--- src/rtl/tmr_pkg.sv ---
package tmr_pkg;
    localparam int DATA_W   = 32;
    localparam int PS_W     = 3;
    localparam int CM_W     = 2;
    localparam int B_PS_LO  = 0;
    localparam int B_CM_LO  = 3;
    localparam int B_RSV5   = 5;
    localparam int B_IE     = 6;
    localparam int B_FLAG   = 7;
    localparam int B_DMA    = 8;
    localparam int USED_TOP = B_DMA;

    typedef struct packed {
        logic            dma_en;
        logic            irq_en;
        logic [CM_W-1:0] clk_mode;
        logic [PS_W-1:0] pscale;
    } ctrl_t;
endpackage

--- src/rtl/tmr_ctrl_fields.sv ---
module tmr_ctrl_fields
    import tmr_pkg::*;
(
    input  logic              clk,
    input  logic              rst_n,
    input  logic              wr_en,
    input  logic [DATA_W-1:0] wdata,
    output ctrl_t             ctrl_o
);
    ctrl_t ctrl_d, ctrl_q;

    always_comb begin
        ctrl_d = ctrl_q;
        if (wr_en) begin
            ctrl_d.dma_en   = wdata[B_DMA];
            ctrl_d.irq_en   = wdata[B_IE];
            ctrl_d.clk_mode = wdata[B_CM_LO +: CM_W];
            ctrl_d.pscale   = wdata[B_PS_LO +: PS_W];
        end
    end

    always_ff @(posedge clk or negedge rst_n) begin
        if (!rst_n) ctrl_q <= '0;
        else        ctrl_q <= ctrl_d;
    end

    assign ctrl_o = ctrl_q;
endmodule

--- src/rtl/tmr_counter.sv ---
module tmr_counter
    import tmr_pkg::*;
#(
    parameter int CNT_W = 16
) (
    input  logic             clk,
    input  logic             rst_n,
    input  logic             run,
    input  logic [PS_W-1:0]  pscale,
    input  logic [CNT_W-1:0] mod_val,
    output logic [CNT_W-1:0] cnt_o,
    output logic             ovf_o
);
    localparam int PRE_W = (1 << PS_W) - 1;

    typedef struct packed {
        logic [PRE_W-1:0] pre;
        logic [CNT_W-1:0] cnt;
    } cnt_state_t;

    cnt_state_t st_d, st_q;
    logic [PRE_W-1:0] pre_mask;
    logic             tick;

    always_comb begin
        pre_mask = ~({PRE_W{1'b1}} << pscale);
        tick     = run && ((st_q.pre & pre_mask) == pre_mask);
        ovf_o    = tick && (st_q.cnt >= mod_val);
        st_d     = st_q;
        if (run) st_d.pre = st_q.pre + 1'b1;
        if (tick) begin
            if (ovf_o) st_d.cnt = '0;
            else       st_d.cnt = st_q.cnt + 1'b1;
        end
    end

    always_ff @(posedge clk or negedge rst_n) begin
        if (!rst_n) st_q <= '0;
        else        st_q <= st_d;
    end

    assign cnt_o = st_q.cnt;
endmodule

--- src/rtl/tmr_ovf_flag.sv ---
module tmr_ovf_flag (
    input  logic clk,
    input  logic rst_n,
    input  logic ovf_i,
    input  logic clr_i,
    output logic flag_o,
    output logic reovf_o
);
    typedef struct packed {
        logic flag;
        logic reovf;
    } flag_state_t;

    flag_state_t fs_d, fs_q;

    always_comb begin
        fs_d = fs_q;
        if (ovf_i) begin
            fs_d.flag  = 1'b1;
            fs_d.reovf = fs_q.reovf | fs_q.flag;
        end else if (clr_i) begin
            if (fs_q.reovf) fs_d.reovf = 1'b0;
            else            fs_d.flag  = 1'b0;
        end
    end

    always_ff @(posedge clk or negedge rst_n) begin
        if (!rst_n) fs_q <= '0;
        else        fs_q <= fs_d;
    end

    assign flag_o  = fs_q.flag;
    assign reovf_o = fs_q.reovf;
endmodule

--- src/rtl/tmr_ctrl_reg.sv ---
module tmr_ctrl_reg
    import tmr_pkg::*;
#(
    parameter int CNT_W  = 16,
    parameter int ADDR_W = 4
) (
    input  logic              clk,
    input  logic              rst_n,
    input  logic              bus_sel,
    input  logic              bus_wr,
    input  logic [ADDR_W-1:0] bus_addr,
    input  logic [31:0]       bus_wdata,
    output logic [31:0]       bus_rdata,
    input  logic [CNT_W-1:0]  mod_val,
    output logic [CNT_W-1:0]  cnt_o,
    output logic              irq_o,
    output logic              dma_req_o
);
    logic        at_base, wr_hit, rd_hit, clr_req;
    logic        ovf_evt, flag, reovf, cnt_run;
    ctrl_t       ctrl;
    logic [31:0] reg_word;

    assign at_base = (bus_addr == '0);
    assign wr_hit  = bus_sel && bus_wr && at_base;
    assign rd_hit  = bus_sel && !bus_wr && at_base;
    assign clr_req = wr_hit && bus_wdata[B_FLAG];
    assign cnt_run = (ctrl.clk_mode != '0);

    tmr_ctrl_fields u_fields (
        .clk    (clk),
        .rst_n  (rst_n),
        .wr_en  (wr_hit),
        .wdata  (bus_wdata),
        .ctrl_o (ctrl)
    );

    tmr_counter #(.CNT_W(CNT_W)) u_cnt (
        .clk     (clk),
        .rst_n   (rst_n),
        .run     (cnt_run),
        .pscale  (ctrl.pscale),
        .mod_val (mod_val),
        .cnt_o   (cnt_o),
        .ovf_o   (ovf_evt)
    );

    tmr_ovf_flag u_flag (
        .clk     (clk),
        .rst_n   (rst_n),
        .ovf_i   (ovf_evt),
        .clr_i   (clr_req),
        .flag_o  (flag),
        .reovf_o (reovf)
    );

    always_comb begin
        reg_word                     = '0;
        reg_word[B_DMA]              = ctrl.dma_en;
        reg_word[B_FLAG]             = flag;
        reg_word[B_IE]               = ctrl.irq_en;
        reg_word[B_CM_LO +: CM_W]    = ctrl.clk_mode;
        reg_word[B_PS_LO +: PS_W]    = ctrl.pscale;
    end

    assign bus_rdata = rd_hit ? reg_word : '0;
    assign irq_o     = flag && ctrl.irq_en;
    assign dma_req_o = flag && ctrl.dma_en;
endmodule

--- config.mk ---
export PLATFORM = sky130hd
export DESIGN_NAME = tmr_ctrl_reg
export DESIGN_NICKNAME = d
export VERILOG_FILES = /design/src/rtl/tmr_pkg.sv /design/src/rtl/tmr_ctrl_fields.sv /design/src/rtl/tmr_counter.sv /design/src/rtl/tmr_ovf_flag.sv /design/src/rtl/tmr_ctrl_reg.sv
export SDC_FILE = /design/constraint.sdc
export NUM_CORES = 1
export LEC_CHECK = 0
export BUFFER_PORTS_ARGS = -buffer_cell sky130_fd_sc_hd__buf_4
export CAP_MARGIN = 10
export CORE_ASPECT_RATIO = 0.6
export CORE_UTILIZATION = 35
export CTS_CLUSTER_SIZE = 30
export DETAILED_ROUTE_END_ITERATION = 7
export GPL_TIMING_DRIVEN = 0
export SYNTH_ARGS = -nofsm -noshare
export SYNTH_HDL_FRONTEND = slang
export SYNTH_SLANG_ARGS = --single-unit
--- constraint.sdc ---
create_clock -name clk -period 2.42 [get_ports clk]
set_input_delay 0.484 -clock clk [delete_from_list [all_inputs] [get_ports clk]]
set_output_delay 0.484 -clock clk [all_outputs]
set_load 0.005 [all_outputs]
==> results of run 1 <==
## worst reg2reg max path: cells and delay by family (launching register included)
kind	cells	cell delay [ns]
adder cells (fa/ha/maj)	1	0.30
flip-flops	1	0.44
AND/OR/NAND/NOR	1	0.23
AO/OA/AOI/OAI	4	1.22
## per-stage QoR
| stage | setup TNS, ns | util (%) | total power, mW | instances |
|---|---|---|---|---|
| 3_3_place_gp | -6.789 | 47.26 | 2.116 | 429 |
| 3_5_place_dp | -5.868 | 47.26 | 2.144 | 429 |
| 2_1_floorplan | 0 | - | 1.706 | 288 |
| 4_1_cts | -0.3137 | 48.95 | 2.584 | 438 |
| 6_report | 0 | 49.60 | 2.609 | 441 |
| 5_1_grt | -0.004548 | 49.60 | 2.838 | 441 |
## Yosys cell counts, drive strengths merged, types with 2 or more instances
library cell  instances
clkbuf                4
nand4                11
or4                   2
nor3                 10
nor4                  4
ha                   18
xnor2                13
nand2                19
nor2                 12
nand3                 9
buf                  43
dfrtp                32
a21oi                 9
inv                  22
or2                   2
mux2                  8
and2                  9
and3                  5
o21a                  2
o211ai                4
and4                  2
or3                   2
o21ai                 9
## registers in the layout (all words and copies together), names as in the netlist
name,cells
u_fields.ctrl_o,7
u_cnt.cnt_o,16
u_flag.reovf_o,1
u_flag.flag_o,1
u_cnt.st_q,7
## logic make-up (layout without fill, tap and decap cells)
kind of cell             after synthesis  count (layout)  synth area share (%)
buffers and inverters                 69             138                 17.76
flip-flops                            32              32                 33.93
AO/OA/AOI/OAI                         35              35                 9.969
XOR/XNOR                              14              14                 5.196
multiplexers                           8               8                 3.818
AND/OR/NAND/NOR                       88              88                 19.62
other                                  1              24                0.1589
adder cells (fa/ha/maj)               18              18                 9.544
## worst paths after layout
check / startpoint / end / depth (start not counted)
max reg2reg: u_cnt.cnt_o[2] / u_cnt.cnt_o[2] / 6
min in group clk: bus_wdata[6] / u_fields.ctrl_o[5] / 2
min reg2reg: u_cnt.st_q[19] / u_cnt.st_q[19] / 1
min: rst_n / u_cnt.cnt_o[8] / 1
max: u_cnt.cnt_o[2] / u_cnt.cnt_o[2] / 6
max in group asynchronous: rst_n / u_cnt.cnt_o[0] / 1
## cell usage in the layout, fill, tap and decap left out, types with 9 or more instances in the layout
| master | count |
|---|---|
| ha_1 | 18 |
| inv_1 | 22 |
| nor3_1 | 10 |
| nand2_1 | 18 |
| xnor2_1 | 13 |
| buf_4 | 101 |
| dfrtp_1 | 30 |
| and2_1 | 9 |
| nand4_1 | 11 |
| nor2_1 | 12 |
| conb_1 | 24 |
## layer usage
metal / share of wire (%) / vias to the layer above / wire length, um / GRT usage, %
met1: 54 / 905 / 2873 / 25.63
met3: 8.3 / 0 / 444 / 4.365
met5: 0 / - / 0 / 0
li1: - / 1036 / - / -
met4: 0 / 0 / 0 / 2.055
met2: 38 / 73 / 2021 / 21.66
## what timing repair did
item	CTS	global route
setup buffers	1	3
resized for setup	3	9
endpoints found under the setup margin	14	17
pin swaps	1	3
## area by class of cell
type | instances | share of cell area [%]
multi-input cells | 187 | 39.78
flip-flops and latches | 32 | 25.69
repair buffers | 61 | 14.65
plain buffers | 47 | 11.00
well taps | 84 | 3.361
clock buffers | 8 | 2.881
inverters | 22 | 2.641
## where the power goes
part | switching, mW | internal, mW
logic | 0.552 | 0.654
clock network | 0.195 | 0.232
registers | 0.252 | 0.724
==> qor.csv, run 1 <==
metric,value,unit
grt_pass1_wl,8963,um
crit_type,reg -> reg,
hold_buffers,0,
hold_viol_final,0,
worstSetupStartpointType,register,
grt_start_max_net_pins,33,
num_vias,2014,
htree_levels,2,
dr.first_iter.drc_count,100,
via_per_inst,4.567,
fmax,434.6,MHz
cts_tree,done,
endpoint_kind,register,
final_area,3127,sq um
multi_input_area,1244,sq um
ir_drop,364.6,uV
clk_pin_slew_worst_paths,0.07,ns
p_leak,1.624,nW
drive_above_1_share,35.85,%
crit_fanout,6,
cp.required,2.59,ns
hp-class,in -> async,
finalMaxSlewViolations,0,
synth_edf_count,0,
yosysSeqAreaShare,33.93,%
die-area,7085,sq um
die_h,65.60,um
cpMaxStageDelayCell,o211ai_1,
synth_top_area_share,33.93,%
grt_usage,16.21,%
rows,22,
netlist-cell-type-count,44,
ys_warn_count,0,
first_pass_iters,4,
core_region_area,6304,sq um
synthToLayoutAreaGrowth,32.50,%
dpl_cell_area,2979,sq um
layout_setup_ws,0.1188,ns
critPathTopFamily,compound AO/OA/AOI/OAI gates,
grt_remaining_overflow,0,
drcViolationCount,0,
regArea,803.3,sq um
post-synth-top-area-cell,dfrtp_1,
min_period,2.301,ns
synth_async_sr_flop_share,100.0,%
synthCells,265,
cpPeakStageDelay,0.46,ns
dpl.hpwl,4208,um
worstPathCellList,"ha_1, a211oi_1, a2111oi_2, o211ai_1, nand3_2, o311ai_1",
io_pins,106,
num_antenna_cells,0,
synth_area_leaders,"dfrtp_1, buf_4, ha_1",
wirelength,5338,um
root_buffer,clkbuf_8,
worst-path-buf-inv,0,
synth.ff_latch_count,32,
clk_latency,0.28,ns
dominantRegCellSynth,dfrtp_1,
die_w,108.0,um
nNetsFinal,430,
hold_slack,0.1295,ns
setup_viol,0,
antenna_found_initial,0,
avgSynthCellArea,8.905,sq um
start_util,37.44,%
status,"complete, no violations",
cts_buffers,5,
avgRoutedWirePerCell,12.10,um
fin_crit_sh,95.09,%
powerDensity,834.4,nW/um^2
r2r_slack,0.12,ns
grt_pass1_vias,1835,
syn_area,2360,sq um
relSlewSlack,49.12,%
nFillCells,631,
cts_sinks,32,
antenna_left,0,
max_cap_viol_count,0,
dpl_worst_slack,-0.5408,ns
io_buffer_count,57,
clockBufferDepth,2,
skew,0.009436,ns
routabilityCongestion,0.8207,
worst_pin_slew,0.7552,ns
arrival,2.47,ns
Note: power is estimated with default switching activity, not from simulation.
==> inputs of run 2 (changes only) <==
BUFFER_PORTS_ARGS = not set   (was -buffer_cell sky130_fd_sc_hd__buf_4)
CORE_ASPECT_RATIO = not set   (was 0.6)
CORE_UTILIZATION = 55   (was 35)
DONT_BUFFER_PORTS = 1   (was not set)
PLACE_DENSITY = 0.7   (was not set)
==> run 2 against run 1 <==
Against the previous run: via count shrank 7.2%; die area shrank 36%; wire length shrank 15%; fmax shrank 0.15%; clock-buffer cell count shrank 2; non-clock buffer count shrank 57; worst hold slack lost 0.11 ns; sequential power is essentially flat; clock skew shrank 0.0054 ns; critical path type unchanged; largest power group unchanged.
==> qor.csv, run 2 (synthesis gave the netlist of run 1 again) <==
metric,value,unit
dpl_worst_slack,-0.2983,ns
grt_remaining_overflow,0,
die_w,67.50,um
wirelength,4562,um
rows,23,
worstSetupStartpointType,register,
powerDensity,916.5,nW/um^2
final_util,66.24,%
clk_latency,0.28,ns
largest_reg_flops,16,
finalMaxSlewViolations,0,
die-area,4556,sq um
cts_tree,done,
relSlewSlack,50.01,%
avgRoutedWirePerCell,13.03,um
cpPeakStageDelay,0.46,ns
setup_viol,0,
crit_type,reg -> reg,
cp.required,2.59,ns
num_antenna_cells,0,
dr.first_iter.drc_count,50,
first_pass_iters,4,
layout_setup_ws,0.1154,ns
io_pins,106,
layout_common_cells,"buf_4, dfrtp_1, conb_1, inv_1",
regArea,803.3,sq um
antenna_found_initial,0,
max_cap_viol_count,0,
arrival,2.47,ns
start_util,58.16,%
drive_above_1_share,24.33,%
final_cells,350,
dp_cells,338,
grt_pass1_vias,1732,
fmax,433.9,MHz
grt_usage,21.77,%
worst_pin_slew,0.7420,ns
dpl.hpwl,3406,um
grt_start_max_net_pins,33,
crit_fanout,8,
nFillCells,364,
ir_drop,563.7,uV
io_buffer_count,0,
hp-class,in -> async,
clk_pin_slew_worst_paths,0.07,ns
multi_input_area,1249,sq um
skew,0.004014,ns
core_region_area,4058,sq um
die_h,67.50,um
routabilityCongestion,0.7902,
p_leak,1.355,nW
layout_commonest_cell,buf_4,
fin_crit_sh,95.23,%
nNetsFinal,373,
drcViolationCount,0,
htree_levels,2,
endpoint_kind,register,
antenna_left,0,
worstPathCellList,"ha_1, a211oi_2, a2111oi_2, o211ai_1, a31oi_2, buf_4, o32a_1",
clockBufferDepth,2,
r2r_slack,0.12,ns
via_per_inst,5.340,
root_buffer,clkbuf_8,
cpMaxStageDelayCell,dfrtp_2,
hold_slack,0.02157,ns
min_period,2.305,ns
hold_viol_final,0,
num_vias,1869,
status,"complete, no violations",
cts_buffers,5,
grt_pass1_wl,7383,um
synthToLayoutAreaGrowth,13.89,%
cts_sinks,32,
## run 2: routing by layer
| metal | up-vias | track usage (%) | wire length, um |
|---|---|---|---|
| li1 | 925 | - | - |
| met1 | 855 | 25.97 | 2005 |
| met2 | 82 | 38.00 | 2179 |
| met3 | 7 | 5.068 | 310 |
| met4 | 0 | 7.447 | 67 |
| met5 | - | 0 | 0 |
## run 2: cell type report
cell class / count / share of cell area, %
Clock buffer: 6 / 2.700
Clock inverter: 2 / 1.304
Tap cell: 50 / 2.328
Sequential cell: 32 / 29.89
Inverter: 22 / 3.073
Multi-Input combinational cell: 187 / 46.46
Buffer: 47 / 12.66
Timing Repair Buffer: 4 / 1.583
## run 2: critical path: cells and delay by family (launching register included)
| family | cells | cell delay (ns) |
|---|---|---|
| fa+ha+maj | 1 | 0.32 |
| flops | 1 | 0.46 |
| buf+inv | 1 | 0.18 |
| compound gates | 5 | 1.22 |
## run 2: timing repair
item | in CTS | in global routing
buffers inserted | 2 | 1
setup endpoints to repair | 11 | 14
hold buffers | 1 | 0
pin swaps | 1 | 5
gates resized for setup | 3 | 8
endpoints found under the hold margin | 32 | 0
## run 2: power by group
group / switching, mW / leakage [nW] / internal, mW
Sequential: 0.253 / 0.397 / 0.724
Clock: 0.191 / 0.0552 / 0.305
Combinational: 0.497 / 0.903 / 0.494
Total: 0.940 / 1.36 / 1.52
## run 2: final timing paths
| check | start | end | cells past startpoint |
|---|---|---|---|
| min reg2reg | u_cnt.st_q[22] | u_cnt.st_q[22] | 1 |
| max | u_cnt.cnt_o[2] | u_flag.reovf_o | 7 |
| min | rst_n | u_cnt.cnt_o[12] | 1 |
| max reg2reg | u_cnt.cnt_o[2] | u_flag.reovf_o | 7 |
| min in group clk | bus_wdata[2] | u_fields.ctrl_o[2] | 1 |
| max in group asynchronous | rst_n | u_cnt.cnt_o[2] | 1 |
## run 2: stage by stage
step	setup TNS (ns)	total power [mW]	cell area [sq um]
floorplan	0	1.706	2446
global placement	-2.708	1.887	2509
detailed placement	-2.929	1.920	2509
CTS	0	2.453	2660
global route	-0.03608	2.679	2688
finish	0	2.463	2688
==> inputs of run 3 (changes only) <==
==> constraint.sdc (replaced) <==
create_clock -name clk -period 2.42 [get_ports clk]
set_input_delay 0.121 -clock clk [delete_from_list [all_inputs] [get_ports clk]]
set_output_delay 0.121 -clock clk [all_outputs]
set_load 0.005 [all_outputs]
==> run 3 against run 2 <==
Against the previous run: non-clock buffer count rose by 8; fmax hardly changed; worst setup slack better by 0.0017 ns; wire length increased by 3.0%; utilization rose by 2.0 points; global-route usage rose by 0.61 points; sequential power about the same; via count increased by 1.1%; clock skew about the same; combinational power hardly changed; first-iteration DRC count decreased by 10%; largest cell class unchanged; largest power group unchanged.
==> qor.csv, run 3 (synthesis gave the netlist of run 1 again) <==
metric,value,unit
status,"complete, no violations",
p_total,2.475,mW
first_pass_iters,4,
grt_pass1_wl,7576,um
antenna_found_initial,0,
crit_type,reg -> reg,
arrival,2.47,ns
grt_pass1_vias,1780,
clk_pin_slew_worst_paths,0.06,ns
final_cells,358,
die_w,67.50,um
ir_drop,566.0,uV
nNetsFinal,381,
clockBufferDepth,2,
synthToLayoutAreaGrowth,17.29,%
min_period,2.303,ns
root_buffer,clkbuf_8,
relSlewSlack,49.18,%
clk_latency,0.28,ns
layout_commonest_cell,buf_4,
core_region_area,4058,sq um
io_buffer_count,0,
skew,0.003774,ns
hold_viol_final,0,
die_h,67.50,um
fin_crit_sh,95.16,%
worst-path-buf-inv,1,
avgRoutedWirePerCell,13.12,um
drive_above_1_share,23.70,%
routabilityCongestion,0.7902,
cts_buffers,5,
die-area,4556,sq um
largest_reg_flops,16,
num_vias,1889,
max_cap_viol_count,0,
dpl_worst_slack,-0.2983,ns
grt_start_max_net_pins,33,
finalMaxSlewViolations,0,
worstPathCellList,"ha_1, a211oi_2, a2111oi_2, o211ai_1, a31oi_2, buf_4, o32a_1",
dp_cells,338,
layout_common_cells,"buf_4, dfrtp_1, conb_1, inv_1",
io_pins,106,
cp.required,2.59,ns
wirelength,4697,um
dr.first_iter.drc_count,45,
layout_setup_ws,0.1171,ns
dpl.hpwl,3406,um
fmax,434.2,MHz
worstSetupStartpointType,register,
via_per_inst,5.277,
hold_slack,0.06567,ns
crit_fanout,8,
start_util,58.16,%
endpoint_kind,register,
p_leak,1.389,nW
grt_usage,22.38,%
cpPeakStageDelay,0.46,ns
drcViolationCount,0,
final.setup.tns,0,ns
antenna_left,0,
num_antenna_cells,0,
worst_pin_slew,0.7543,ns
htree_levels,2,
hp-class,in -> reg,
rows,23,
setup_viol,0,
cpMaxStageDelayCell,dfrtp_2,
powerDensity,894.1,nW/um^2
grt_remaining_overflow,0,
critPathTopFamily,compound AO/OA/AOI/OAI gates,
cts_tree,done,
cts_sinks,32,
nFillCells,351,
-- run 3: changes by cell type in the layout (fill, tap and decap cells not counted) --
cell | before | now
dlygate4sd3_1 | 0 | 8
-- run 3: metrics by stage --
stage / cell area (sq um) / util, %
final: 2768 / 68.21
after global routing: 2768 / 68.21
after CTS: 2740 / 67.53
after detailed placement: 2509 / 61.83
after global placement: 2509 / 61.83
after floorplan: 2446 / -
-- run 3: path summary, 6_finish.rpt --
check / slack, ns / depth (start not counted) / start / end
setup / recovery: 0.12 / 7 / u_cnt.cnt_o[2] / u_flag.reovf_o
hold / removal: 0.07 / 2 / bus_wdata[7] / u_flag.reovf_o
setup reg to reg: 0.12 / 7 / u_cnt.cnt_o[2] / u_flag.reovf_o
hold reg to reg: 0.48 / 1 / u_cnt.st_q[22] / u_cnt.st_q[22]
max in group asynchronous: 1.96 / 2 / rst_n / u_cnt.cnt_o[2]
min in group asynchronous: 0.27 / 2 / rst_n / u_cnt.cnt_o[12]
-- run 3: area by class of cell --
cell class,instances,area (sq um),share of cell area (%)
Buffer,47,340.3,12.30
Sequential cell,32,803.3,29.02
Multi-Input combinational cell,187,1249,45.12
Timing Repair Buffer,12,122.6,4.430
Clock buffer,6,72.57,2.622
Clock inverter,2,35.03,1.266
Tap cell,50,62.56,2.260
Inverter,22,82.58,2.984
-- run 3: timing repair --
| item | CTS | global route |
|---|---|---|
| hold buffers | 9 | 0 |
| gates cloned | 0 | 0 |
| endpoints found under the hold margin | 39 | 0 |
| pin swaps | 1 | 5 |
| endpoints found under the setup margin | 11 | 14 |
| buffers inserted | 2 | 1 |
| gates resized for setup | 3 | 8 |
-- run 3: report_power, final --
| group | leakage (nW) | internal (mW) | total, mW | switching [mW] |
|---|---|---|---|---|
| Sequential | 0.397 | 0.724 | 0.976 | 0.252 |
| Clock | 0.0552 | 0.305 | 0.497 | 0.192 |
| Combinational | 0.936 | 0.502 | 1.00 | 0.500 |
| Total | 1.39 | 1.53 | 2.47 | 0.944 |
-- run 3: worst reg2reg max path, cell delays in order (launching register included) --
cell and delay (ns):
dfrtp_2 0.46, ha_1 0.32, a211oi_2 0.24, a2111oi_2 0.10
o211ai_1 0.45, a31oi_2 0.16, buf_4 0.18, o32a_1 0.27
-- run 3: per-layer routing --
| layer | vias up | GRT usage, % | part of all wire [%] |
|---|---|---|---|
| met1 | 860 | 26.07 | 44 |
| met5 | - | 0 | 0 |
| met3 | 7 | 5.405 | 6.2 |
| met4 | 0 | 7.447 | 1.4 |
| met2 | 82 | 39.73 | 48 |
| li1 | 940 | - | - |
